### src/rtl/dps_pkg.sv
package dps_pkg;
  localparam int WORD_W    = 32;
  localparam int BIT_LNEN  = 16;
  localparam int BIT_RCEN  = 17;
  localparam int BIT_OUTEN = 18;
  localparam int BIT_XSEL  = 19;
  localparam int SEL_LSB   = 20;
  localparam int SEL_W     = 4;

  typedef enum logic [2:0] {
    STEP_NONE, STEP_DIS, STEP_SEL, STEP_EN, STEP_CDR
  } stepE;

  typedef struct packed {
    logic latchPhase;
    logic timerClr;
    stepE step;
  } seqStrbT;

  typedef enum logic [3:0] {
    ST_IDLE, ST_DIS, ST_WLO, ST_SEL, ST_EN, ST_WHI, ST_CDR, ST_FIN, ST_FAIL
  } seqStateE;
endpackage

### src/rtl/dps_dpath.sv
module dps_dpath
  import dps_pkg::*;
#(
  parameter int TICK_DIV = 100
) (
  input  logic               clk,
  input  logic               rstN,
  input  seqStrbT            strb,
  input  logic [SEL_W-1:0]   phaseIdx,
  input  logic [WORD_W-1:0]  cfgRdata,
  output logic [WORD_W-1:0]  cfgWdata,
  output logic               cfgWe,
  output logic               pollTick
);
  localparam int PW = (TICK_DIV > 1) ? $clog2(TICK_DIV) : 1;
  localparam logic [PW-1:0] PRE_LAST = PW'(TICK_DIV - 1);

  logic [SEL_W-1:0] phaseReg;
  logic [SEL_W-1:0] grayCode;
  logic [PW-1:0]    preCnt;

  always_ff @(posedge clk) begin
    if (!rstN) phaseReg <= '0;
    else if (strb.latchPhase) phaseReg <= phaseIdx;
  end

  // binary to reflected Gray, one XOR per bit
  for (genvar g = 0; g < SEL_W; g++) begin : g_gray
    if (g == SEL_W - 1) begin : g_top
      assign grayCode[g] = phaseReg[g];
    end else begin : g_low
      assign grayCode[g] = phaseReg[g] ^ phaseReg[g+1];
    end
  end

  // poll tick prescaler, restarted before each wait
  generate
    if (TICK_DIV > 1) begin : g_pre
      always_ff @(posedge clk) begin
        if (!rstN || strb.timerClr) preCnt <= '0;
        else if (preCnt == PRE_LAST) preCnt <= '0;
        else preCnt <= preCnt + 1'b1;
      end
      assign pollTick = (preCnt == '0);
    end else begin : g_nopre
      always_ff @(posedge clk) preCnt <= '0;
      assign pollTick = 1'b1;
    end
  endgenerate

  always_comb begin
    cfgWdata = cfgRdata;
    cfgWe    = 1'b1;
    unique case (strb.step)
      STEP_DIS: begin
        cfgWdata[BIT_RCEN]  = 1'b0;
        cfgWdata[BIT_OUTEN] = 1'b0;
        cfgWdata[BIT_XSEL]  = 1'b1;
        cfgWdata[BIT_LNEN]  = 1'b1;
      end
      STEP_SEL: cfgWdata[SEL_LSB +: SEL_W] = grayCode;
      STEP_EN:  cfgWdata[BIT_OUTEN] = 1'b1;
      STEP_CDR: begin
        cfgWdata[BIT_RCEN] = 1'b1;
        cfgWdata[BIT_XSEL] = 1'b0;
      end
      default: cfgWe = 1'b0;
    endcase
  end

  a_r2_phase_held: assert property (@(posedge clk) disable iff (!rstN)
    (strb.step != STEP_NONE) |-> !strb.latchPhase);
endmodule

### src/rtl/dps_ctrl.sv
module dps_ctrl
  import dps_pkg::*;
#(
  parameter int POLL_MAX = 50
) (
  input  logic    clk,
  input  logic    rstN,
  input  logic    start,
  input  logic    ckOutSts,
  input  logic    pollTick,
  output seqStrbT strb,
  output logic    busy,
  output logic    done,
  output logic    tmoErr
);
  localparam int CW = $clog2(POLL_MAX + 1);
  localparam logic [CW-1:0] POLL_LAST = CW'(POLL_MAX - 1);

  seqStateE state, stateNxt;
  logic [CW-1:0] pollCnt;
  logic pollInc;

  always_ff @(posedge clk) begin
    if (!rstN) state <= ST_IDLE;
    else state <= stateNxt;
  end

  always_ff @(posedge clk) begin
    if (!rstN || strb.timerClr) pollCnt <= '0;
    else if (pollInc) pollCnt <= pollCnt + 1'b1;
  end

  always_comb begin
    stateNxt = state;
    strb     = '{latchPhase: 1'b0, timerClr: 1'b0, step: STEP_NONE};
    pollInc  = 1'b0;
    unique case (state)
      ST_IDLE: if (start) begin
        strb.latchPhase = 1'b1;
        stateNxt = ST_DIS;
      end
      ST_DIS: begin
        strb.step = STEP_DIS;
        strb.timerClr = 1'b1;
        stateNxt = ST_WLO;
      end
      ST_WLO: if (pollTick) begin
        if (!ckOutSts) stateNxt = ST_SEL;
        else if (pollCnt == POLL_LAST) stateNxt = ST_FAIL;
        else pollInc = 1'b1;
      end
      ST_SEL: begin
        strb.step = STEP_SEL;
        stateNxt = ST_EN;
      end
      ST_EN: begin
        strb.step = STEP_EN;
        strb.timerClr = 1'b1;
        stateNxt = ST_WHI;
      end
      ST_WHI: if (pollTick) begin
        if (ckOutSts) stateNxt = ST_CDR;
        else if (pollCnt == POLL_LAST) stateNxt = ST_FAIL;
        else pollInc = 1'b1;
      end
      ST_CDR: begin
        strb.step = STEP_CDR;
        stateNxt = ST_FIN;
      end
      ST_FIN:  stateNxt = ST_IDLE;
      ST_FAIL: stateNxt = ST_IDLE;
      default: stateNxt = ST_IDLE;
    endcase
  end

  assign busy   = (state != ST_IDLE);
  assign done   = (state == ST_FIN);
  assign tmoErr = (state == ST_FAIL);

  a_r1_idle_quiet: assert property (@(posedge clk) disable iff (!rstN)
    !busy |-> (strb.step == STEP_NONE));
  a_r4_sel_after_low: assert property (@(posedge clk) disable iff (!rstN)
    (strb.step == STEP_SEL) |-> !$past(ckOutSts));
  a_r6_cdr_after_high: assert property (@(posedge clk) disable iff (!rstN)
    (strb.step == STEP_CDR) |-> $past(ckOutSts));
  a_r7_poll_bound: assert property (@(posedge clk) disable iff (!rstN)
    pollCnt < CW'(POLL_MAX));
  a_r8_err_pulse: assert property (@(posedge clk) disable iff (!rstN)
    tmoErr |=> (!tmoErr && !busy));
  a_r9_done_pulse: assert property (@(posedge clk) disable iff (!rstN)
    done |=> !done);
  a_r9_exclusive: assert property (@(posedge clk) disable iff (!rstN)
    !(done && tmoErr));
  a_r10_start_ignored: assert property (@(posedge clk) disable iff (!rstN)
    (busy && !done && !tmoErr && start) |=> busy);
endmodule

### src/rtl/dly_phase_prog.sv
module dly_phase_prog
  import dps_pkg::*;
#(
  parameter int TICK_DIV = 100,
  parameter int POLL_MAX = 50
) (
  input  logic        clk,
  input  logic        rstN,
  input  logic        start,
  input  logic [3:0]  phaseIdx,
  input  logic [31:0] cfgRdata,
  output logic [31:0] cfgWdata,
  output logic        cfgWe,
  input  logic        ckOutSts,
  output logic        busy,
  output logic        done,
  output logic        tmoErr
);
  seqStrbT strb;
  logic    pollTick;

  dps_ctrl #(.POLL_MAX(POLL_MAX)) i_ctrl (
    .clk(clk), .rstN(rstN), .start(start), .ckOutSts(ckOutSts),
    .pollTick(pollTick), .strb(strb), .busy(busy), .done(done),
    .tmoErr(tmoErr)
  );

  dps_dpath #(.TICK_DIV(TICK_DIV)) i_dpath (
    .clk(clk), .rstN(rstN), .strb(strb), .phaseIdx(phaseIdx),
    .cfgRdata(cfgRdata), .cfgWdata(cfgWdata), .cfgWe(cfgWe),
    .pollTick(pollTick)
  );
endmodule

### config.mk
export PLATFORM = sky130hd
export DESIGN_NAME = dly_phase_prog
export DESIGN_NICKNAME = d
export VERILOG_FILES = /design/src/rtl/dps_pkg.sv /design/src/rtl/dps_dpath.sv /design/src/rtl/dps_ctrl.sv /design/src/rtl/dly_phase_prog.sv
export SDC_FILE = /design/constraint.sdc
export NUM_CORES = 1
export LEC_CHECK = 0
export CAP_MARGIN = 5
export CORE_MARGIN = 8
export CORE_UTILIZATION = 37
export CTS_CLUSTER_SIZE = 8
export DETAILED_ROUTE_END_ITERATION = 8
export PLACE_DENSITY = 0.73
export SLEW_MARGIN = 20
export SYNTH_ARGS = -nofsm -noshare
export SYNTH_HDL_FRONTEND = slang
export SYNTH_HIERARCHICAL = 1
export SYNTH_SLANG_ARGS = --single-unit
### constraint.sdc
create_clock -name clk -period 2.3 [get_ports clk]
set_clock_uncertainty 0.1 [all_clocks]
set_input_delay 0.575 -clock clk [delete_from_list [all_inputs] [get_ports clk]]
set_output_delay 0.575 -clock clk [all_outputs]
set_load 0.05 [all_outputs]
==> flow_summary.ini <==
[clock_tree]
clock_latency_ns = 0.26
clock-sinks = 21
path_clk_slew_ns = 0.07
clockRootBuffer = clkbuf_8
htreeDepth = 1
ctsHoldBuffers = 0
cts_tree = done
cts_max_path_buffers = 2
numCtsBuffers = 3

[logic_synthesis]
synthMuxAreaShare_pct = 3.93
synth_fa_ha_area_share_pct = 3.21
ys_warn_count = 6
synth_edf_count = 0
synth_xor_area_share_pct = 5.61
synthTopCellsByArea = dfxtp_1 27%, buf_4 12%, nor2_1 4.3%
syn_nets = 232
synth_top_family_by_area = simple AND/OR/NAND/NOR gates
synth.distinct_cells = 57
synthCells = 188
synth_flop_cell = dfxtp_1
ys_seq_elements = 21
async_flop_share_pct = 0
synth_area_sq_mm = 0.00156
yosysTopAreaCell = dfxtp_1
yosys.area.top_type_share_pct = 26.9
syn_avg_cell_area_sq_um = 8.31
ys_seq_area_share_pct = 26.9
synth-simple-area-share_pct = 28.0
synth_compound_area_share_pct = 16.5

[global_route]
antenna_found_initial = 0
grt-ovfl-total = 0
grt_pass1_wl_microns = 5740
grt_pass1_vias = 1310
gr-usage-all-layers_pct = 10.7
grt_max_degree = 16

[sta]
tns_ns = -1.27
tightest_slew_ns = 0.736
fmax_ghz = 0.397
fin_crit_sh_pct = 110
rsz0062_at_grt = true
slew_viol_final = 0
setup_ws_ns = -0.220
hold_viol_final = 0
setup_viol = 9
max_slew_margin_pct = 50.4
fin_crit_ns = 2.52

[detailed_routing]
wire_per_inst_microns = 13.5
dr.pass1.iters = 4
num_vias = 1315
wirelength_microns = 3540
vias_per_cell = 5.02
drt_iter0_drc = 58
drc = 0
ant_nets = 0

[setup_path]
path_cells = nand3b_1 > a21oi_2 > nor3b_4 > mux2_4 > buf_12
critPathLaunchType = flop
critPathRequiredTime_ns = 1.62
timing_worst_setup_path_type = reg2out
crit_path_end_kind = output pin
crit_fanout = 6
path_buf_inv = 1
critPathSlowestCell = dfxtp_2
max_stage_delay_ns = 0.35
cp_top_family = simple AND/OR/NAND/NOR gates
cp.arrival_ns = 1.84

[pwr]
power_density_mw_per_mm2 = 1060
irDropWorstVdd_mv = 0.427
cellLeakagePower_nw = 0.809

[finish]
antenna_cells = 0
syn_to_final_growth_pct = 33.1
utilization_pct = 51.6
final_area_sq_mm = 0.00208
drive_gt1_share_pct = 29.7
nNetsFinal = 257
final_common_cell = buf_4
final_cell_mix = 24 x buf_4, 17 x dfxtp_1, 16 x nor2_1
fin_cells = 262

[die]
core_sq_mm = 0.00403
rows = 23
die_w_microns = 81.0
io-pin-count = 76
start_util_pct = 38.8
dieArea_sq_mm = 0.00656
die_h_microns = 81.0

[run_status]
status = finished with violations
violations = negative setup slack

[placement]
dpl_cell_area_sq_mm = 0.00198
post-dp-hpwl_microns = 2680
place_inst = 255
pre_cts_ws_ns = -0.0154
gp_congestion = 0.846
io_buffers = 27

[min_path]
hp-class = reg2reg

[job]
maxCapViolations = 0
## cell usage after synthesis (2+ instances only)
cell type   n
nand2b_1    5
inv_1       7
nor4b_1     2
nor3b_1     2
a21oi_1     9
nor2_1     18
o21ai_0    12
and3_1      3
nor4_1      2
buf_4      24
clkbuf_1    5
nand2_1     7
nand3b_1    2
ha_1        4
mux2i_1     5
xor2_1      4
nand3_1     2
nor3_1      3
xnor2_1     6
dfxtp_1    21
nor2b_1     6
or4_1       2
or3_1       3
## metal layers
metal | global-route usage [%] | vias up | routed length (microns)
met4 | 3.93 | 0 | 42
met3 | 2.32 | 5 | 254
li1 | - | 688 | -
met1 | 12.3 | 591 | 1560
met5 | 0 | - | 0
met2 | 18.8 | 31 | 1680
## sequential cells by signal (all words and copies together), names as in the netlist
register / count
i_dpath/preCnt: 7
i_ctrl/state: 4
i_dpath/phaseReg: 4
i_ctrl/pollCnt: 6
## report_power, final
| part | internal (mW) | switching [mW] |
|---|---|---|
| logic | 0.699 | 0.776 |
| clock network | 0.121 | 0.122 |
| registers | 0.426 | 0.0614 |
## cells by family (layout without fill, tap and decap cells)
| family | Yosys count | count (layout) |
|---|---|---|
| AOI/OAI and AO/OA | 38 | 38 |
| and+or+nand+nor | 70 | 70 |
| buffers and inverters | 39 | 63 |
| xor gates and xnor gates | 10 | 10 |
| adders and majority gates | 4 | 4 |
| muxes | 6 | 6 |
| DFF | 21 | 21 |
## area by class of cell
class	instances	area (sq um)
fillers	399	1950
multi-input cells	128	936
repair buffers	52	582
flip-flops and latches	21	425
well taps	50	62.6
clock buffers	3	41.3
inverters	7	26.3
clock inverters	1	5.00
## per-stage QoR
step	hold slack (ns)	power, mW
2_1_floorplan	0.340	1.45
3_3_place_gp	0.363	1.90
3_5_place_dp	0.367	1.92
4_1_cts	0.387	2.21
5_1_grt	0.455	2.35
6_report	0.385	2.20
## what timing repair did
item / 4_1_cts / 5_1_grt
pin swaps: 2 / 1
endpoints found under the setup margin: 9 / 9
resized for setup: 8 / 3
buffers inserted: 2 / 1
## final timing paths
kind | slack (ns) | to | from | cells after the start
setup / recovery | -0.22 | cfgWdata[23] | i_ctrl/state[2] | 5
hold / removal | 0.39 | i_dpath/preCnt[0] | i_dpath/preCnt[0] | 1
setup reg to reg | 0.17 | i_ctrl/state[2] | i_dpath/preCnt[4] | 7
hold reg to reg | 0.39 | i_dpath/preCnt[0] | i_dpath/preCnt[0] | 1
## worst reg2reg max path, delay by kind of cell, from the launching register on
| kind | cells | cell delay [ns] |
|---|---|---|
| and+or+nand+nor | 4 | 1.09 |
| DFF | 1 | 0.36 |
| AOI/OAI and AO/OA | 2 | 0.34 |
| buffers and inverters | 1 | 0.18 |
Power figures use the tool's default switching activity.
